==> src/rtl/ext_irq_pkg.sv <==
package ext_irq_pkg;

  localparam int LVL_W    = 3;
  localparam int CTRL_W   = 8;
  localparam int BIT_REQ  = 3;
  localparam int BIT_POL  = 4;

  // Edge qualification: both-edge mode overrides the polarity select
  function automatic logic edge_qualifies(input logic cur, input logic prev,
                                          input logic pol, input logic both);
    logic rise;
    logic fall;
    rise = cur & ~prev;
    fall = ~cur & prev;
    if (both) return rise | fall;
    return pol ? rise : fall;
  endfunction

  // Channel register image as seen on a read
  function automatic logic [CTRL_W-1:0] pack_ctrl(input logic [LVL_W-1:0] lvl,
                                                  input logic flag,
                                                  input logic pol);
    return {3'b000, pol, flag, lvl};
  endfunction

  // Strictly greater wins, so a scan from channel 0 upward keeps the lowest on a tie
  function automatic logic lvl_beats(input logic [LVL_W-1:0] cand,
                                     input logic [LVL_W-1:0] best);
    return cand > best;
  endfunction

endpackage

==> src/rtl/irq_edge_chan.sv <==
module irq_edge_chan
  import ext_irq_pkg::*;
#(
  parameter int SYNC_STAGES = 2
) (
  input  logic clk,
  input  logic rst_n,
  input  logic pin,
  input  logic pol,
  input  logic both,
  input  logic clr,
  output logic hit,
  output logic flag
);

  logic [SYNC_STAGES-1:0] sync_q;
  logic                   prev_q;
  logic                   cur;

  assign cur = sync_q[SYNC_STAGES-1];

  always_ff @(posedge clk) begin
    if (!rst_n) begin
      sync_q <= '0;
      prev_q <= 1'b0;
    end else begin
      sync_q <= {sync_q[SYNC_STAGES-2:0], pin};
      prev_q <= cur;
    end
  end

  assign hit = edge_qualifies(cur, prev_q, pol, both);

  // Set has priority over clear
  always_ff @(posedge clk) begin
    if (!rst_n)   flag <= 1'b0;
    else if (hit) flag <= 1'b1;
    else if (clr) flag <= 1'b0;
  end

  p_flag_set_on_hit_r6: assert property (@(posedge clk) disable iff (!rst_n)
    hit |=> flag);
  p_no_rise_without_hit_r10: assert property (@(posedge clk) disable iff (!rst_n)
    !hit |=> !$rose(flag));
  p_clear_drops_flag_r9: assert property (@(posedge clk) disable iff (!rst_n)
    (clr && !hit) |=> !flag);

endmodule

==> src/rtl/irq_prio_resolver.sv <==
module irq_prio_resolver
  import ext_irq_pkg::*;
#(
  parameter int NUM_CH = 6,
  parameter int CH_W   = 3
) (
  input  logic                    clk,
  input  logic                    rst_n,
  input  logic [NUM_CH-1:0]       req,
  input  logic [NUM_CH*LVL_W-1:0] lvl_flat,
  output logic                    valid,
  output logic [CH_W-1:0]         chan,
  output logic [LVL_W-1:0]        level
);

  logic [LVL_W-1:0] best_lvl;
  logic [CH_W-1:0]  best_ch;

  always_comb begin
    best_lvl = '0;
    best_ch  = '0;
    for (int i = 0; i < NUM_CH; i++) begin
      if (req[i] && lvl_beats(lvl_flat[i*LVL_W +: LVL_W], best_lvl)) begin
        best_lvl = lvl_flat[i*LVL_W +: LVL_W];
        best_ch  = CH_W'(i);
      end
    end
  end

  assign valid = (best_lvl != '0);
  assign chan  = best_ch;
  assign level = best_lvl;

  p_valid_has_level_r8: assert property (@(posedge clk) disable iff (!rst_n)
    valid |-> (level != '0));
  p_granted_is_pending_r7: assert property (@(posedge clk) disable iff (!rst_n)
    valid |-> req[chan]);
  p_idle_outputs_zero_r8: assert property (@(posedge clk) disable iff (!rst_n)
    !valid |-> (chan == '0 && level == '0));

endmodule

==> src/rtl/ext_irq_ctrl.sv <==
module ext_irq_ctrl
  import ext_irq_pkg::*;
#(
  parameter int NUM_CH      = 6,
  parameter int SYNC_STAGES = 2,
  parameter int ADDR_W      = 3,
  parameter int CH_W        = $clog2(NUM_CH)
) (
  input  logic              clk,
  input  logic              rst_n,
  input  logic [NUM_CH-1:0] irq_pin,
  input  logic              bus_we,
  input  logic [ADDR_W-1:0] bus_addr,
  input  logic [CTRL_W-1:0] bus_wdata,
  output logic [CTRL_W-1:0] bus_rdata,
  input  logic              irq_ack,
  output logic              irq_valid,
  output logic [CH_W-1:0]   irq_chan,
  output logic [LVL_W-1:0]  irq_level
);

  localparam logic [ADDR_W-1:0] EDGE_ADDR = ADDR_W'(NUM_CH);

  logic [NUM_CH*LVL_W-1:0] lvl_flat;
  logic [NUM_CH-1:0]       pol_q;
  logic [NUM_CH-1:0]       both_q;
  logic [NUM_CH-1:0]       flag;
  logic [NUM_CH-1:0]       hit;
  logic [NUM_CH-1:0]       clr;
  logic                    edge_wr;

  assign edge_wr = bus_we && (bus_addr == EDGE_ADDR);

  always_ff @(posedge clk) begin
    if (!rst_n)       both_q <= '0;
    else if (edge_wr) both_q <= bus_wdata[NUM_CH-1:0];
  end

  for (genvar g = 0; g < NUM_CH; g++) begin : g_ch
    logic ch_wr;
    logic ack_hit;

    assign ch_wr   = bus_we && (bus_addr == ADDR_W'(g));
    assign ack_hit = irq_ack && irq_valid && (irq_chan == CH_W'(g));
    assign clr[g]  = (ch_wr && !bus_wdata[BIT_REQ]) || ack_hit;

    always_ff @(posedge clk) begin
      if (!rst_n) begin
        lvl_flat[g*LVL_W +: LVL_W] <= '0;
        pol_q[g]                   <= 1'b0;
      end else if (ch_wr) begin
        lvl_flat[g*LVL_W +: LVL_W] <= bus_wdata[LVL_W-1:0];
        pol_q[g]                   <= bus_wdata[BIT_POL];
      end
    end

    irq_edge_chan #(.SYNC_STAGES(SYNC_STAGES)) u_chan (
      .clk  (clk),
      .rst_n(rst_n),
      .pin  (irq_pin[g]),
      .pol  (pol_q[g]),
      .both (both_q[g]),
      .clr  (clr[g]),
      .hit  (hit[g]),
      .flag (flag[g])
    );
  end

  irq_prio_resolver #(.NUM_CH(NUM_CH), .CH_W(CH_W)) u_resolver (
    .clk     (clk),
    .rst_n   (rst_n),
    .req     (flag),
    .lvl_flat(lvl_flat),
    .valid   (irq_valid),
    .chan    (irq_chan),
    .level   (irq_level)
  );

  always_comb begin
    bus_rdata = '0;
    for (int i = 0; i < NUM_CH; i++) begin
      if (bus_addr == ADDR_W'(i))
        bus_rdata = pack_ctrl(lvl_flat[i*LVL_W +: LVL_W], flag[i], pol_q[i]);
    end
    if (bus_addr == EDGE_ADDR) bus_rdata = CTRL_W'(both_q);
  end

  p_reserved_read_zero_r2: assert property (@(posedge clk) disable iff (!rst_n)
    (bus_addr < EDGE_ADDR) |-> (bus_rdata[7:5] == 3'b000));
  p_reserved_write_ignored_r2: assert property (@(posedge clk) disable iff (!rst_n)
    (bus_we && bus_wdata[7:5] != 3'b000) |=> (bus_rdata[7:6] == 2'b00));
  p_ack_only_granted_r9: assert property (@(posedge clk) disable iff (!rst_n)
    (irq_ack && !bus_we) |-> $onehot0(clr));

endmodule

==> config.mk <==
export PLATFORM = sky130hd
export DESIGN_NAME = ext_irq_ctrl
export DESIGN_NICKNAME = d
export VERILOG_FILES = /design/src/rtl/ext_irq_pkg.sv /design/src/rtl/irq_edge_chan.sv /design/src/rtl/irq_prio_resolver.sv /design/src/rtl/ext_irq_ctrl.sv
export SDC_FILE = /design/constraint.sdc
export NUM_CORES = 1
export LEC_CHECK = 0
export BUFFER_PORTS_ARGS = -buffer_cell sky130_fd_sc_hd__buf_2
export CORE_MARGIN = 4
export CORE_UTILIZATION = 59
export DETAILED_ROUTE_END_ITERATION = 16
export GPL_TIMING_DRIVEN = 0
export PLACE_DENSITY = 0.78
export SYNTH_ARGS = -nofsm -noshare
export SYNTH_HDL_FRONTEND = slang
export SYNTH_SLANG_ARGS = --single-unit
==> constraint.sdc <==
create_clock -name clk -period 13.9 [get_ports clk]
set_input_delay 1.39 -clock clk [delete_from_list [all_inputs] [get_ports clk]]
set_output_delay 1.39 -clock clk [all_outputs]
set_load 0.02 [all_outputs]
==> metrics <==
outcome complete, no violations; fin. max-slew vios 0; most frequent cells in the layout dfxtp_1, nor2b_1, mux2i_1; max incr delay on CP ~570 ps; worst-case headroom to the max-slew limit 53.2%; CP Capture Type output port; cell area after layout between 3000 and 4000 um^2; antenna violations before repair 0; fraction of synthesized area in multiplexers approximately 18%; most common cell after layout, fill and taps aside dfxtp_1; post-synthesis sequential area ratio 32.4%; Compound-Gate Fraction of Synth Area about 15%; Post-Synth Adder-Cell Area about 8.6%; Slew @ Worst Pin 699 ps; Hold Violations, Final 0; RSZ-0062 raised after global routing false; Hold-fix buffers, CTS 0; Worst-Skew Late Latency 310 ps; IO buf count 29; simple logic cell fraction of the synthesized area 20.8%; power density over the cells 90.3 nW/um^2; Worst Hold Class reg2reg; multi-input combinational cell area 2090 um^2; Avg Vias per Cell between 5 and 6; placed insts 467; Routed WL 7640 um; Leak Pwr 1.57 nW; die area 6910 um^2; Total GRT Usage 22.6%; clock-pin slew on the worst setup and hold paths 100 ps; Die H roughly 83 um; Layout Area Growth over Synthesis 11.5%; fmax 103 MHz; Final nets 445; DRC 0; final setup vio count 0; routability congestion estimate 0.882; Final Cycle Share 70.2%; share of cells above drive strength 1 17.4%; CTS tree done; worst-path maximum fanout 9; Worst path slowest cell o211ai_1; CTS root buf clkbuf_8; global-route wire length before repair 12,700 um; row cnt 27; Placed Area 3570 um^2; vias in the first global route 2,558; ys flop type dfxtp_1; post-synthesis cell type count between 50 and 60; # diodes 0; largest family of logic cells by synthesized area simple AND/OR/NAND/NOR gates; cell mode on critical path ha_1; Ys Warns 0; async set or reset register ratio after synthesis 0%; number of DRC markers in iteration 0 186; EDFF count, synth 0; pin count of the biggest net entering global routing 17; IR drop worst, VDD between 0.06 and 0.07 mV; fin crit period 9750 ps; Post-Syn Instances about 370; number of fill cells roughly 450; setup bufs post-CTS 0; Setup crit start kind flop; WP data arrival 8360 ps; # IOs 36; htree depth 2; Max clock buf depth 2; Worst EP required 12,510 ps; FF+latch count, synth 54; CORE AREA ~5500 um^2; Layout Skew between 10 and 15 ps; register area between 1000 and 1500 um^2; Vias around 2,700; Post-DRT Antenna Nets 0; drt wl/cell 16.1 um; initial core utilization about three fifths; Synth Area per Inst 9.13 um^2; Finished Layout Cells about 480; HPWL Detailed 5940 um; fin util 67.4%; TritonRoute pass-1 iters 5; hold_ws 433 ps; Max-Cap Viols 0; post-CTS resize count 0; Sink Count 54; setup TNS 0 ps; XOR/XNOR Fraction of Synth Area 0%; Mapped Area 3330 um^2; Crit Path Category reg2out; Die Span X ~83 um; GRT Residual Overflow 0; CTS buffer count 5
==> path summary, 6_finish.rpt <==
path | from | to | slack, ps | depth (start not counted)
max reg2reg | g_ch[0].u_chan.flag | g_ch[0].u_chan.flag | 5610 | 33
min | g_ch[2].u_chan.sync_q[0] | g_ch[2].u_chan.sync_q[1] | 430 | 1
max | g_ch[0].u_chan.flag | irq_valid | 4150 | 32
min reg2reg | g_ch[2].u_chan.sync_q[0] | g_ch[2].u_chan.sync_q[1] | 430 | 1
==> worst max-delay path: cells and delay by family, from the launching register on <==
family	cells	cell delay, ps
compound gates	12	2530
simple gates	8	1760
mux	4	1550
fa+ha+maj	5	1500
flops	1	400
buf+inv	3	320
==> metrics by stage <==
step / setup WS (ps) / power [mW]
5_1_grt: 3490 / 0.348
3_3_place_gp: 4690 / 0.208
4_1_cts: 4140 / 0.335
2_1_floorplan: 5230 / 0.196
6_report: 4150 / 0.335
3_5_place_dp: 4500 / 0.209
==> registers in the layout, indices dropped and copies added (netlist names) <==
signal / flops
lvl_flat: 18
g_ch.u_chan.flag: 6
g_ch.u_chan.prev_q: 6
g_ch.u_chan.sync_q: 12
pol_q: 6
both_q: 6
==> area by class of cell <==
class                           count  share of cell area, %
Multi-Input combinational cell    271                   56.4
Sequential cell                    54                   29.1
Inverter                           24                   2.43
Buffer                             17                   1.92
Tap cell                           72                   2.43
Clock buffer                        6                   2.22
Clock inverter                      2                   1.62
Timing Repair Buffer               29                   3.91
==> synthesized netlist by cell type (7+ instances only) <==
library cell,number,area share (%)
ha_1,22,8.3
dfxtp_1,54,32
clkbuf_1,15,1.7
a21oi_1,10,1.5
nand2_1,32,3.6
nand3_1,9,1.4
inv_1,23,2.6
and2_1,23,4.3
o21ai_0,20,3.0
mux2_2,12,4.1
nor2b_1,36,6.8
mux2i_1,34,10
o211ai_1,7,1.6
==> cells by family (layout without fill, tap and decap cells) <==
group | Yosys count | count (layout)
other | 1 | 2
AOI/OAI and AO/OA | 69 | 69
muxes | 52 | 52
adders and majority gates | 23 | 23
buffers and inverters | 41 | 78
DFF | 54 | 54
and+or+nand+nor | 125 | 125
==> power by group <==
group / leakage (nW) / switching, mW / total [mW] / internal, mW
Combinational: 1.06 / 0.0229 / 0.0411 / 0.0182
Clock: 0.0714 / 0.0519 / 0.129 / 0.0768
Sequential: 0.440 / 0.00533 / 0.165 / 0.160
==> per-layer routing <==
metal	vias to the layer above	global-route usage (%)	wire, um	part of all wire [%]
met5	-	0	0	0
met4	0	5.35	106	1.4
met3	10	3.27	369	4.8
met2	88	38.2	3690	48
met1	1256	30.5	3470	45
li1	1342	-	-	-
(Power assumes the default switching activity.)
